`src/rtl/dlx_pkg.sv`:
```
package dlx_pkg;
  typedef enum logic [1:0] {
    DST_NONE = 2'd0,
    DST_EXT  = 2'd1,
    DST_HDLC = 2'd2
  } dl_dst_e;

  typedef struct packed {
    logic       esf;
    logic       hdlc_en;
    logic       pay_sel;
    logic       rate64;
    logic [4:0] chan;
  } dl_sel_cfg_t;
endpackage

```
`src/rtl/dlx_pos_track.sv`:
```
module dlx_pos_track #(
  parameter int unsigned FRM_BITS    = 193,
  parameter int unsigned FRMS_PER_SF = 24,
  localparam int unsigned BIT_W = $clog2(FRM_BITS),
  localparam int unsigned FRM_W = $clog2(FRMS_PER_SF)
) (
  input  logic             clk_i,
  input  logic             rst_ni,
  input  logic             bit_stb_i,
  input  logic             sf_sync_i,
  output logic [BIT_W-1:0] bit_idx_o,
  output logic [FRM_W-1:0] frm_idx_o
);
  logic [BIT_W-1:0] nxt_bit_q;
  logic [FRM_W-1:0] nxt_frm_q;

  // position of the bit on the current strobe
  always_comb begin
    if (sf_sync_i) begin
      bit_idx_o = '0;
      frm_idx_o = '0;
    end else begin
      bit_idx_o = nxt_bit_q;
      frm_idx_o = nxt_frm_q;
    end
  end

  always_ff @(posedge clk_i or negedge rst_ni) begin
    if (!rst_ni) begin
      nxt_bit_q <= '0;
      nxt_frm_q <= '0;
    end else if (bit_stb_i) begin
      if (bit_idx_o == BIT_W'(FRM_BITS - 1)) begin
        nxt_bit_q <= '0;
        nxt_frm_q <= (frm_idx_o == FRM_W'(FRMS_PER_SF - 1)) ? '0 : frm_idx_o + FRM_W'(1);
      end else begin
        nxt_bit_q <= bit_idx_o + BIT_W'(1);
        nxt_frm_q <= frm_idx_o;
      end
    end
  end
endmodule

```
`src/rtl/dlx_select.sv`:
```
module dlx_select import dlx_pkg::*; #(
  parameter int unsigned BIT_W       = 8,
  parameter int unsigned FRM_W       = 5,
  parameter int unsigned TS_PER_FRM  = 24,
  parameter int unsigned BITS_PER_TS = 8
) (
  input  logic [BIT_W-1:0] bit_idx_i,
  input  logic [FRM_W-1:0] frm_idx_i,
  input  dl_sel_cfg_t      cfg_i,
  output dl_dst_e          dst_o
);
  logic             is_fbit;
  logic [BIT_W-1:0] slot_off;
  logic [BIT_W-1:0] ts_num;
  logic [BIT_W-1:0] ts_bit;
  logic             link_pos;
  logic             fdl_to_hdlc;
  logic             chan_ok;
  logic             ts_hit;

  assign is_fbit  = (bit_idx_i == '0);
  assign slot_off = bit_idx_i - BIT_W'(1);
  assign ts_num   = slot_off / BIT_W'(BITS_PER_TS);
  assign ts_bit   = slot_off % BIT_W'(BITS_PER_TS);

  // ESF link on even frame index, D4 Fs on odd index
  assign link_pos    = is_fbit & (cfg_i.esf ? ~frm_idx_i[0] : frm_idx_i[0]);
  assign fdl_to_hdlc = cfg_i.hdlc_en & ~cfg_i.pay_sel & cfg_i.esf;
  assign chan_ok     = (cfg_i.chan < 5'(TS_PER_FRM));
  assign ts_hit      = cfg_i.hdlc_en & cfg_i.pay_sel & chan_ok & ~is_fbit
                     & (ts_num == BIT_W'(cfg_i.chan))
                     & (cfg_i.rate64 | (ts_bit != BIT_W'(BITS_PER_TS - 1)));

  always_comb begin
    if (ts_hit)                     dst_o = DST_HDLC;
    else if (link_pos && fdl_to_hdlc) dst_o = DST_HDLC;
    else if (link_pos)              dst_o = DST_EXT;
    else                            dst_o = DST_NONE;
  end
endmodule

```
`src/rtl/dlx_clk_gen.sv`:
```
module dlx_clk_gen (
  input  logic clk_i,
  input  logic rst_ni,
  input  logic bit_stb_i,
  input  logic win_set_i,
  input  logic ext_ck_i,
  input  logic xck_i,
  input  logic gap_i,
  output logic dl_clk_o
);
  logic win_q;

  always_ff @(posedge clk_i or negedge rst_ni) begin
    if (!rst_ni) begin
      win_q    <= 1'b0;
      dl_clk_o <= 1'b1;
    end else begin
      if (bit_stb_i) win_q <= win_set_i;
      if (xck_i)      dl_clk_o <= ext_ck_i;
      else if (gap_i) dl_clk_o <= ext_ck_i & win_q;
      else            dl_clk_o <= ~win_q;
    end
  end
endmodule

```
`src/rtl/dl_rx_extract.sv`:
```
module dl_rx_extract import dlx_pkg::*; #(
  parameter int unsigned FRM_BITS    = 193,
  parameter int unsigned FRMS_PER_SF = 24,
  parameter int unsigned TS_PER_FRM  = 24,
  parameter int unsigned BITS_PER_TS = 8,
  localparam int unsigned BIT_W = $clog2(FRM_BITS),
  localparam int unsigned FRM_W = $clog2(FRMS_PER_SF)
) (
  input  logic       clk_i,
  input  logic       rst_ni,
  input  logic       rx_bit_i,
  input  logic       bit_stb_i,
  input  logic       sf_sync_i,
  input  logic       ext_ck_i,
  input  logic       esf_i,
  input  logic       hdlc_en_i,
  input  logic       pay_sel_i,
  input  logic       rate64_i,
  input  logic [4:0] chan_i,
  input  logic       dl_gap_i,
  input  logic       xck_i,
  output logic       ext_dat_o,
  output logic       ext_vld_o,
  output logic       hdlc_dat_o,
  output logic       hdlc_vld_o,
  output logic       dl_clk_o
);
  logic [BIT_W-1:0] bit_idx;
  logic [FRM_W-1:0] frm_idx;
  dl_sel_cfg_t      cfg;
  dl_dst_e          dst;

  assign cfg = '{esf: esf_i, hdlc_en: hdlc_en_i, pay_sel: pay_sel_i,
                 rate64: rate64_i, chan: chan_i};

  dlx_pos_track #(.FRM_BITS(FRM_BITS), .FRMS_PER_SF(FRMS_PER_SF)) u_pos (
    .clk_i     (clk_i),
    .rst_ni    (rst_ni),
    .bit_stb_i (bit_stb_i),
    .sf_sync_i (sf_sync_i),
    .bit_idx_o (bit_idx),
    .frm_idx_o (frm_idx)
  );

  dlx_select #(.BIT_W(BIT_W), .FRM_W(FRM_W), .TS_PER_FRM(TS_PER_FRM),
               .BITS_PER_TS(BITS_PER_TS)) u_sel (
    .bit_idx_i (bit_idx),
    .frm_idx_i (frm_idx),
    .cfg_i     (cfg),
    .dst_o     (dst)
  );

  dlx_clk_gen u_clk (
    .clk_i     (clk_i),
    .rst_ni    (rst_ni),
    .bit_stb_i (bit_stb_i),
    .win_set_i (dst == DST_EXT),
    .ext_ck_i  (ext_ck_i),
    .xck_i     (xck_i),
    .gap_i     (dl_gap_i),
    .dl_clk_o  (dl_clk_o)
  );

  always_ff @(posedge clk_i or negedge rst_ni) begin
    if (!rst_ni) begin
      ext_dat_o  <= 1'b0;
      ext_vld_o  <= 1'b0;
      hdlc_dat_o <= 1'b0;
      hdlc_vld_o <= 1'b0;
    end else begin
      ext_vld_o  <= bit_stb_i && (dst == DST_EXT);
      hdlc_vld_o <= bit_stb_i && (dst == DST_HDLC);
      if (bit_stb_i && dst == DST_EXT)  ext_dat_o  <= rx_bit_i;
      if (bit_stb_i && dst == DST_HDLC) hdlc_dat_o <= rx_bit_i;
    end
  end
endmodule

```
`config.mk`:
```
export PLATFORM = sky130hd
export DESIGN_NAME = dl_rx_extract
export DESIGN_NICKNAME = d
export VERILOG_FILES = /design/src/rtl/dlx_pkg.sv /design/src/rtl/dlx_pos_track.sv /design/src/rtl/dlx_select.sv /design/src/rtl/dlx_clk_gen.sv /design/src/rtl/dl_rx_extract.sv
export SDC_FILE = /design/constraint.sdc
export NUM_CORES = 1
export LEC_CHECK = 0
export ABC_AREA = 1
export BUFFER_PORTS_ARGS = -buffer_cell sky130_fd_sc_hd__clkbuf_2
export CAP_MARGIN = 0
export CORE_MARGIN = 1.5
export CORE_UTILIZATION = 40
export DETAILED_ROUTE_END_ITERATION = 8
export PLACE_DENSITY = 0.7
export SLEW_MARGIN = 30
export SYNTH_ARGS = -nofsm -noshare
export SYNTH_HDL_FRONTEND = slang
export SYNTH_SLANG_ARGS = --single-unit
```
`constraint.sdc`:
```
create_clock -name clk_i -period 1.4 [get_ports clk_i]
set_input_delay 0.28 -clock clk_i [delete_from_list [all_inputs] [get_ports clk_i]]
set_output_delay 0.28 -clock clk_i [all_outputs]
set_load 0.02 [all_outputs]
```
# ---- Word-level counts from Yosys, hierarchy flattened
# Cells that the tools add are included.
dict set report totals {
  regBits 19
  inputBits 17
}
dict set report op_classes {
  n_addsub 3
  n_lt_le_gt_ge 1
  eq_ne 6
  n_mux 11
  n_bitwise 14
  n_reduce_logical 4
}
# op n
set ops {}
lappend ops {{8-bit two-way mux} 2}
lappend ops {{5-bit two-way mux} 3}
lappend ops {{1-bit AND} 9}
lappend ops {{8-bit by 1-bit adder with 8-bit output, second input constant} 1}
lappend ops {{8-bit == test, second input constant} 1}
lappend ops {{8-bit zero test} 1}
lappend ops {{8-bit by 1-bit subtractor with 8-bit output, second input constant} 1}
lappend ops {{5-bit by 1-bit adder with 5-bit output, second input constant} 1}
lappend ops {{5-bit == test} 1}
lappend ops {{5-bit == test, second input constant} 1}
lappend ops {{5-bit less-than comparator, second input constant} 1}
lappend ops {{1-bit two-way mux} 4}
lappend ops {{2-bit two-way mux} 2}
lappend ops {{1-bit inverter} 4}
lappend ops {{1-bit logical AND} 3}
lappend ops {{3-bit != test, second input constant} 1}
lappend ops {{2-bit by 1-bit == test with 1-bit output, second input constant} 1}
lappend ops {{2-bit == test, second input constant} 1}
lappend ops {{1-bit OR} 1}

# ---- Depth between registers and ports, before layout
dict set report logic_depth {
  word_depth 9
  ltp_mapped 14
}

# ---- Modules after synthesis
# From an unflattened synthesis, not the netlist that was laid out.
dict set report hier_totals {
  hier_cells 238
  area_unflattened_um2 1534.0
}
# module instances cells_per_inst area_per_inst_um2
set modules_own_cells {}
lappend modules_own_cells {dlx_pos_track 1 143 937.1}
lappend modules_own_cells {dlx_select 1 66 337.8}
lappend modules_own_cells {dl_rx_extract 1 17 166.4}
lappend modules_own_cells {dlx_clk_gen 1 12 92.6}

# ---- Worst setup path before layout
# Ideal clock, no wire load.
dict set report synth_timing {
  kind {register -> register}
  startpoint {reg u_pos.nxt_bit_q[1]}
  endpoint {reg hdlc_dat_o}
  arrival_time_ps 1431
  required_time_ps 1283
  setup_slack_ps -149
  stages_incl_launch_ff 14
  path_buffers 0
  cell_sequence {dfrtp_1 -> nand2_1 -> ha_1 -> nand2_1 -> nor2_1 -> nand3_1 -> nand2_1 -> nand2_1 -> nand2_1 -> inv_1 -> nand3_1 -> nand2_1 -> nand3_1 -> nand2_1}
}
dict set report synth_via {
  elab_chain_len 9
  word_cells_on_any_way 17
}
# item line_no
set synth_rtl {}
lappend synth_rtl {{start, declared} dlx_pos_track.sv:14} ;# logic [BIT_W-1:0] nxt_bit_q;
lappend synth_rtl {{start signal, assigned} dlx_pos_track.sv:37} ;# nxt_bit_q <= bit_idx_o + BIT_W'(1);
lappend synth_rtl {{8-bit two-way mux (*)} dlx_pos_track.sv:19} ;# if (sf_sync_i) begin
lappend synth_rtl {{branches (longest 5 deep; another with 8-bit by 1-bit subtractor with 8-bit output)} n/a}
lappend synth_rtl {{2-bit two-way mux (*)} dlx_select.sv:35} ;# if (ts_hit) dst_o = DST_HDLC;
lappend synth_rtl {{2-bit == test (*)} dl_rx_extract.sv:74} ;# if (bit_stb_i && dst == DST_HDLC) hdlc_dat_o <= rx_bit_i;
lappend synth_rtl {{1-bit logical AND (*)} dl_rx_extract.sv:74}
lappend synth_rtl {{end signal, assigned} dl_rx_extract.sv:74}
lappend synth_rtl {{end, declared} dl_rx_extract.sv:24} ;# output logic hdlc_dat_o,
# Mark *: on every way between the ends.
# A chain may end at the register's enable or synchronous reset.

# ---- Final worst setup path
dict set report layout_timing {
  startpoint {reg u_pos.nxt_bit_q[0]}
  endpoint {reg u_pos.nxt_bit_q[6]}
}
dict set report layout_via {
  elab_chain_len 3
  word_cells_on_any_way 4
}
# item line_no
set layout_rtl {}
lappend layout_rtl {{8-bit two-way mux (*)} dlx_pos_track.sv:19}
lappend layout_rtl {{8-bit by 1-bit adder with 8-bit output / 8-bit == test (equally long branches)} {dlx_pos_track.sv:37, dlx_pos_track.sv:33}}
lappend layout_rtl {{8-bit two-way mux (*)} dlx_pos_track.sv:33} ;# if (bit_idx_o == BIT_W'(FRM_BITS - 1)) begin
# Every way passes the cells marked *; elsewhere a longest branch is shown, timed or not.

==> flow_summary.toml <==
[critical_path]
reg2reg_depth = 10
endpoint = "u_pos.nxt_bit_q[6]$_DFFE_PN0P_"
reg2reg_to = "u_pos.nxt_bit_q[6]$_DFFE_PN0P_"
reg2reg_setup_slack_ps = -220
worstPathRequired_ps = 1590
worstSetupPathType = "reg2reg"
rr_startpoint = "u_pos.nxt_bit_q[0]$_DFFE_PN0P_"
arrival_ps = 1810
cp_max_fo = 4
critPathLaunch = "u_pos.nxt_bit_q[0]$_DFFE_PN0P_"
start_kind = "register"
cp-end-kind = "register"

[timing]
postLayoutSetupSlackWorst_ps = -225
relSlewSlack = 0.721
slew_violations = 0
finalHoldViolCount = 0
final.period_utilization = 1.16
setup_tns_ps = -1270
rsz0062_at_grt = "yes"
finalSetupViolCount = 11
clock.fmax_ghz = 0.616
fin_hold_ws_ps = 110
clock-skew-final_ps = 3.34
fin_crit_ps = 1620
tightestPinTransition_ps = 419

[synthesis]
synth_cell_types = 32
syn_nets = 183
synth-seq-cells = 15
synthCells = 163
yosys_warnings = 0
avgSynthCellArea_sq_um = 6.99
synth-seq-area-share = 0.331
synth_top_area_frac = 0.308
netlist_area_sq_um = 1140
synth_top_cell_by_area = "dfrtp_1"
synthTopCellsByArea = "dfrtp_1 31%, nand2_1 15%, nand3_1 9.2%"

[drt]
drc_errors = 0
num_vias = 1299
ant_nets = 0
wl_per_cell_microns = 13.6
viasPerCell = 5.13
first_pass_iters = 4
wirelength_microns = 3440
drt_iter0_markers = 45

[die]
die_x_microns = 56.4
core-area_sq_um = 2730
ios = 22
fp-row-count = 19
start_util = 0.416
dieArea_sq_um = 3180
die_h_microns = 56.4

[finish]
fin_cells = 253
stdcell_area_sq_um = 1750
seq_area_sq_um = 378
drive_gt1_frac = 0.450
nFillCells = 231
area_growth_pct = 53.6
layout_common_cells = "39 x nand2_1, 32 x buf_4, 21 x clkbuf_2"
multi_input_area_sq_um = 813
layout_commonest_cell = "nand2_1"
antenna_cells = 0
nets = 243
final_util = 0.640

[power_and_ir_drop]
vdd_ir_drop_max_v = 0.000578
p_leak_nw = 0.955
power_density_nw_per_um2 = 726

[placement]
io_buffers = 21
dp_cells = 242
gp_congestion = 0.923
hpwl_microns = 2280
dpl_cell_area_sq_um = 1520

[flow_run]
max_cap_viol_count = 0

[cts]
cts_max_level = 1
clk_path_buf_depth = 2
cts_sinks = 15
cts_made_buffers = 3
cts_tree = "built"
cts_root_buffer = "clkbuf_4"
path_clk_slew_ps = 110
insertion_delay_ps = 300

[min_path]
hold_start = "dl_gap_i"
min_path_type = "in2reg"

[grt]
grt_max_degree = 16
overflow = 0
grt_pass1_wl_microns = 5080
grt_usage = 0.202
grt_antenna_before_repair = 0
grt_pass1_vias = 1249

[outcome]
outcome = "complete, but fails checks"
violations = "setup timing"
-- worst max-delay path: stages (launching register included) --
cell,delay [ps]
dfrtp_1,400
nand2_4,80
buf_4,150
inv_4,50
ha_4,120
inv_1,50
nor2_2,130
nand2_2,100
nor3_4,170
xor2_1,160
o22ai_1,90
-- worst min path at each step --
| stage | end | depth (start not counted) |
|---|---|---|
| after floorplan | ext_dat_o$_DFFE_PN0P_ | 0 |
| after global placement | ext_dat_o$_DFFE_PN0P_ | 1 |
| after detailed placement | ext_dat_o$_DFFE_PN0P_ | 1 |
| after CTS | u_clk.dl_clk_o$_DFF_PN1_ | 2 |
| after global routing | u_clk.dl_clk_o$_DFF_PN1_ | 2 |
| final | u_clk.dl_clk_o$_DFF_PN1_ | 2 |
-- layer usage --
layer / up-vias / GRT usage / routed length, microns
met1: 617 / 0.233 / 1410
met5: - / 0 / 0
li1: 643 / - / -
met3: 8 / 0.0276 / 103
met4: 0 / 0.0612 / 65
met2: 31 / 0.382 / 1860
-- synth_stat cells --
cell,n
a22o_1,1
nand2_1,46
buf_4,1
nand3b_1,1
xor2_2,1
dfstp_2,1
o31ai_1,1
nor2_2,3
o21ai_0,4
or2_2,1
buf_6,1
nand3_2,1
clkinv_1,1
a31oi_1,1
o21ai_2,2
nor2_1,13
xnor2_2,1
inv_2,1
inv_1,21
nand2_4,1
nor3_2,2
xnor2_1,1
nor3_1,1
nand2_2,3
ha_1,3
o22ai_1,3
dfrtp_1,14
o21ai_1,2
xor2_1,3
a21oi_1,4
nand3_1,21
nand4_1,3
-- power by group --
group	switching (mW)	internal (mW)	total [mW]
Sequential	0.0255	0.475	0.501
Clock	0.175	0.109	0.284
Combinational	0.280	0.205	0.484
Total	0.480	0.789	1.27
-- stage by stage --
step           setup WS, ps  total power [mW]
2_1_floorplan         -41.1             0.749
3_3_place_gp           -249             0.896
3_5_place_dp           -306             0.904
4_1_cts                -168              1.20
5_1_grt                -335              1.34
6_report               -225              1.27
-- cells by family (layout without fill, tap and decap cells) --
| family | after synthesis | in the layout | share of synthesized area |
|---|---|---|---|
| AOI/OAI and AO/OA | 18 | 18 | 0.0956 |
| xor gates and xnor gates | 6 | 6 | 0.0594 |
| adders and majority gates | 3 | 3 | 0.0330 |
| buffers and inverters | 25 | 84 | 0.0923 |
| DFF | 15 | 15 | 0.331 |
| and+or+nand+nor | 96 | 96 | 0.389 |
-- flip-flops by register name, summed over array words and instances (netlist names) --
| signal | cells |
|---|---|
| ext_vld_o | 1 |
| hdlc_vld_o | 1 |
| u_clk.win_q | 1 |
| u_pos.nxt_bit_q | 8 |
| hdlc_dat_o | 1 |
| ext_dat_o | 1 |
| u_pos.nxt_frm_q | 1 |
| u_clk.dl_clk_o | 1 |
-- layout make-up --
class / instances / share of cell area
multi-input combinational: 123 / 0.465
inverter: 23 / 0.0522
clock buffer: 3 / 0.0129
tap: 31 / 0.0222
clock inverter: 1 / 0.00429
timing repair buffer: 57 / 0.227
sequential: 15 / 0.216
-- timing repair --
action | CTS | global route
hold buffers | 1 | 0
gates cloned | 0 | 0
hold endpoints to repair | 14 | 0
gates resized for setup | 8 | 27
endpoints found under the setup margin | 10 | 12
pin swaps | 10 | 12
setup buffers | 3 | 3
No activity file was read; power rests on OpenSTA's default activity.
